File: src/rtl/xdelta_mealy_pkg.sv
// Package: shared widths, the state type, the register action codes and the
// reset value for the exclusive-OR update Mealy machine.
package xdelta_mealy_pkg;

    localparam int STATE_W = 2;
    localparam int MODE_W  = 2;

    typedef logic [STATE_W-1:0] state_t;

    typedef enum logic [MODE_W-1:0] {
        MODE_KEEP  = 2'd0,
        MODE_LOAD  = 2'd1,
        MODE_CLEAR = 2'd2
    } reg_mode_e;

    localparam state_t CLEAR_STATE = '0;

endpackage

File: src/rtl/xdelta_mask.sv
// Update mask generator.
// Computes, from the data input and the present state, the mask of state
// bits that must flip on a load. Each mask bit is an exclusive-OR sum of
// product terms. Assumes the two-bit state encoding of the package.
module xdelta_mask
    import xdelta_mealy_pkg::*;
(
    input  logic   x_in,
    input  state_t st,
    output state_t mask
);

    // Product terms of the mask functions.
    logic t_hi_all;
    logic t_lo_xq1;
    logic t_lo_q1q0;

    // Form the individual products.
    always_comb begin
        t_hi_all  = x_in & st[1] & st[0];
        t_lo_xq1  = ~x_in & ~st[1];
        t_lo_q1q0 = ~st[1] & st[0];
    end

    // Combine the products into the mask bits.
    always_comb begin
        mask[1] = ~st[0] ^ t_hi_all;
        mask[0] = 1'b1 ^ t_lo_xq1 ^ t_lo_q1q0;
    end

endmodule

File: src/rtl/xdelta_ctrl.sv
// Control decoder.
// Maps the update control and the clear control to a register action.
//   c=0,r=0: load
//   c=1,r=0: keep
//   c=1,r=1: clear
//   c=0,r=1: keep (a clear is only honoured with c=1)
// Assumes both controls are synchronous to the system clock.
module xdelta_ctrl
    import xdelta_mealy_pkg::*;
(
    input  logic      ctl_c,
    input  logic      ctl_r,
    output reg_mode_e mode
);

    // Decode the control pair into a register action.
    always_comb begin
        unique case ({ctl_c, ctl_r})
            2'b00:   mode = MODE_LOAD;
            2'b11:   mode = MODE_CLEAR;
            default: mode = MODE_KEEP;
        endcase
    end

endmodule

File: src/rtl/xdelta_zout.sv
// Mealy output stage.
// Produces the output from the data input and the low state bit, with no
// register in the path. Assumes the state input comes straight from the
// state register.
module xdelta_zout (
    input  logic clk,
    input  logic rst_n,
    input  logic x_in,
    input  logic st_lo,
    output logic z_out
);

    // Output equation.
    always_comb begin
        z_out = st_lo ^ ~x_in;
    end

    // A change of x with the state bit steady must flip the output.
    AST_Z_TRACKS_X: assert property (@(posedge clk) disable iff (!rst_n)
        (!$stable(x_in) && $stable(st_lo)) |-> !$stable(z_out));

endmodule

File: src/rtl/xdelta_mealy.sv
// Top level: two-bit Mealy machine whose next state is the present state
// XOR an update mask.
// Holds the state register, selects keep / load / clear from the control
// decoder and drives the Mealy output. Assumes the controls and the data
// input are synchronous to clk. The synchronous active-low reset overrides
// every control combination.
module xdelta_mealy
    import xdelta_mealy_pkg::*;
(
    input  logic               clk,
    input  logic               rst_n,
    input  logic               ctl_c,
    input  logic               ctl_r,
    input  logic               x_in,
    output logic               z_out,
    output logic [STATE_W-1:0] state_q
);

    state_t    st_r;
    state_t    mask;
    state_t    st_next;
    reg_mode_e mode;

    xdelta_mask u_mask (
        .x_in (x_in),
        .st   (st_r),
        .mask (mask)
    );

    xdelta_ctrl u_ctrl (
        .ctl_c (ctl_c),
        .ctl_r (ctl_r),
        .mode  (mode)
    );

    xdelta_zout u_zout (
        .clk   (clk),
        .rst_n (rst_n),
        .x_in  (x_in),
        .st_lo (st_r[0]),
        .z_out (z_out)
    );

    // Select the value the register takes at the next edge.
    always_comb begin
        unique case (mode)
            MODE_LOAD:  st_next = st_r ^ mask;
            MODE_CLEAR: st_next = CLEAR_STATE;
            default:    st_next = st_r;
        endcase
    end

    // State register with synchronous active-low reset.
    always_ff @(posedge clk) begin
        if (!rst_n) st_r <= CLEAR_STATE;
        else        st_r <= st_next;
    end

    // Expose the present state.
    always_comb begin
        state_q = st_r;
    end

    AST_RESET_CLEARS: assert property (@(posedge clk)
        !rst_n |=> (state_q == '0));
    AST_LOAD_XOR_MASK: assert property (@(posedge clk) disable iff (!rst_n)
        (!ctl_c && !ctl_r) |=> (state_q == ($past(state_q) ^ $past(mask))));
    AST_KEEP_STEADY: assert property (@(posedge clk) disable iff (!rst_n)
        (ctl_c && !ctl_r) |=> $stable(state_q));
    AST_CLEAR_ZERO: assert property (@(posedge clk) disable iff (!rst_n)
        (ctl_c && ctl_r) |=> (state_q == '0));
    AST_LONE_CLEAR_KEEPS: assert property (@(posedge clk) disable iff (!rst_n)
        (!ctl_c && ctl_r) |=> $stable(state_q));

endmodule

File: config.mk
export PLATFORM = sky130hd
export DESIGN_NAME = xdelta_mealy
export DESIGN_NICKNAME = d
export VERILOG_FILES = /design/src/rtl/xdelta_mealy_pkg.sv /design/src/rtl/xdelta_mask.sv /design/src/rtl/xdelta_ctrl.sv /design/src/rtl/xdelta_zout.sv /design/src/rtl/xdelta_mealy.sv
export SDC_FILE = /design/constraint.sdc
export NUM_CORES = 1
export LEC_CHECK = 0
export ABC_AREA = 1
export BUFFER_PORTS_ARGS = -buffer_cell sky130_fd_sc_hd__buf_2
export CELL_PAD_IN_SITES_DETAIL_PLACEMENT = 1
export CELL_PAD_IN_SITES_GLOBAL_PLACEMENT = 1
export CORE_AREA = 10 10 47 49
export DETAILED_ROUTE_END_ITERATION = 12
export DIE_AREA = 0 0 57 59
export GPL_ROUTABILITY_DRIVEN = 0
export MAX_ROUTING_LAYER = met4
export PLACE_DENSITY_LB_ADDON = 0.1
export SYNTH_ARGS = -nofsm -noshare
export SYNTH_HDL_FRONTEND = slang
export SYNTH_SLANG_ARGS = --single-unit
File: constraint.sdc
create_clock -name clk -period 2.1 [get_ports clk]
set_clock_uncertainty 0.05 [all_clocks]
set_input_delay 0.21 -clock clk [delete_from_list [all_inputs] [get_ports clk]]
set_output_delay 0.21 -clock clk [all_outputs]
set_load 0.02 [all_outputs]
==> metrics.txt <==
outcome=completed; share of the synthesized area in the top cell type=~28%; clock sink count=2; Core Region=1400 um2; CTS max path bufs=2; multiplexer area fraction after synthesis=0%; Setup crit start=state_q[0]; post-synthesis sequential area ratio=approximately 28%; Max IR drop VDD=~0.00017 V; Total Routing Usage GR=under 10%; Setup crit end=z_out; hold_buf cts=0; worst r2r path cells=5; Residual DRC=0; worst setup path class=reg2out; initial antenna violation count=0; Int Pwr=0.121 mW; Worst-path clk slew=roughly 0.030 ns; measured slew at the worst slew-check pin=about 0.16 ns; Post-CTS Repair Setup Buffers=0; largest net degree at the start of global routing=6; Leak=0.123 nW; hold path start=rst_n; CP arrival=0.92 ns; RR Startpoint=state_q[0]; number of H-tree levels=1; final instance area=roughly 220 um2; Switching Share=between 20% and 30%; n_diodes=0; nature of the critical path startpoint=flop; XOR/XNOR Fraction of Synth Area=0%; die height=roughly 59 um; Synth Instances=24; fin. max-slew vios=0; Mean Syn Cell Area=between 6 and 7 um2; Critical Path Sink Type=primary output; most common cell after layout, fill and taps aside=nand2_1; Hold Path Class=in2reg; CP required=~1.8 ns; Fin Setup TNS=0 ns; Placed Instance Area=roughly 190 um2; Net Sw Power=between 0.04 and 0.05 mW; Seq pwr share=27.4%; power share of the clock group=~50%; Synth area leader=nand2_1; Post-Syn Nets=30; reg2reg setup slack=1.25 ns; PD cells=roughly 800 nW/um2; Comb power frac=24.0%; main combinational cell family by area after synthesis=simple AND/OR/NAND/NOR gates; # Max-Cap Violations=0; IO Pins=8; global-route wire length before repair=about 800 um; Initial DRC Count=0; peak fanout along the critical path=5; Area growth syn-to-layout=48.3%; cell area after synthesis=around 150 um2; reg2reg end=state_q[1]; row count=14; Final min period=1.18 ns; max reg flops=2; Worst-Skew Late Latency=around 0.22 ns; Final nets=41; Slew headroom=about 90%; chip width=about 57 um; WL final=425 um; CTS tree=yes; CTS Buf Count=3; PortBufs=7; Fin. Hold Viols=0; RSZ-0062 raised after global routing=false; Post-DRT Antenna Nets=0; ranking of synthesized cells by area=nand2_1 28%, dfxtp_1 28%, inv_1 13%; Ys Warns=0; vias in the first global route=between 150 and 200; endpoints failing setup=0; DR vias/cell=3.33; most frequent cells in the layout=11 x nand2_1, 7 x buf_2, 5 x inv_1; Seq cells post-synth=2; period utilization=a little under three fifths; layout cells sized above 1=36.4%; Routed wire per std cell=a little under 9 um; Root Buffer=clkbuf_4; synthesized-area fraction occupied by and/or/nand/nor cells=36.2%; grt ovf=0; post-synthesis adder-cell area fraction=under 10%; vias=approximately 160; die footprint=between 3000 and 4000 um2; Synth Area in Compound Gates=under 10%; top achievable clock speed=847 MHz; Yosys cell types=9; Initial Utilization=between 10% and 20%; cts repair resizes=0; DR pass1 iterations=1
-- stage by stage --
stage	hold WS (ns)	worst slack (ns)	cells	util [%]	total power, mW
after floorplan	0.300	1.12	24	-	0.0758
after global placement	0.402	0.930	46	13.8	0.0885
after detailed placement	0.417	0.928	46	13.8	0.0886
after CTS	0.184	0.882	49	15.4	0.177
after global routing	0.202	0.781	49	15.4	0.188
final	0.193	0.919	49	15.4	0.169
-- metal layers --
layer  track usage, %  wire length, um
met1             3.43              194
met3             1.29               14
met4             3.02                0
met2             4.03              216
met5                -                0
-- critical path, stage by stage, from the launching register on --
cell	delay [ns]
dfxtp_1	0.38
inv_1	0.07
nand2_1	0.06
nand2_1	0.04
buf_2	0.15
-- logic make-up (layout without fill, tap and decap cells) --
| kind of cell | count (synthesis) | in the layout |
|---|---|---|
| buffers and inverters | 6 | 15 |
| AO/OA/AOI/OAI | 2 | 2 |
| flip-flops | 2 | 2 |
| adder cells (fa/ha/maj) | 1 | 1 |
| AND/OR/NAND/NOR | 13 | 13 |
-- layout make-up --
cell class / instances / area [um2]
Fill cell: 191 / 1190
Clock buffer: 3 / 22.5
Multi-Input combinational cell: 16 / 78.8
Timing Repair Buffer: 7 / 35.0
Sequential cell: 2 / 40.0
Tap cell: 16 / 20.0
Inverter: 5 / 18.8
-- worst min path at each step --
stage | endpoint | cells after the start | slack, ns
floorplan | state_q[1] | 2 | 0.30
detailed placement | state_q[1] | 3 | 0.42
global route | state_q[1] | 3 | 0.20
finish | state_q[1] | 3 | 0.19
CTS | state_q[1] | 3 | 0.18
global placement | state_q[1] | 3 | 0.40
-- power by group through the flow --
stage / combinational (mW) / clock [mW] / sequential, mW
5_1_grt: 0.0467 / 0.0938 / 0.0475
6_report: 0.0406 / 0.0822 / 0.0463
4_1_cts: 0.0419 / 0.0890 / 0.0465
3_3_place_gp: 0.0417 / 0 / 0.0468
3_5_place_dp: 0.0416 / 0 / 0.0470
2_1_floorplan: 0.0274 / 0 / 0.0484
-- cell usage after synthesis --
master	instances
ha_1	1
nor2_2	1
a21oi_1	1
buf_4	1
dfxtp_1	2
nand2_1	11
nand3_1	1
inv_1	5
a21oi_2	1
No activity file was read; power rests on OpenSTA's default activity.
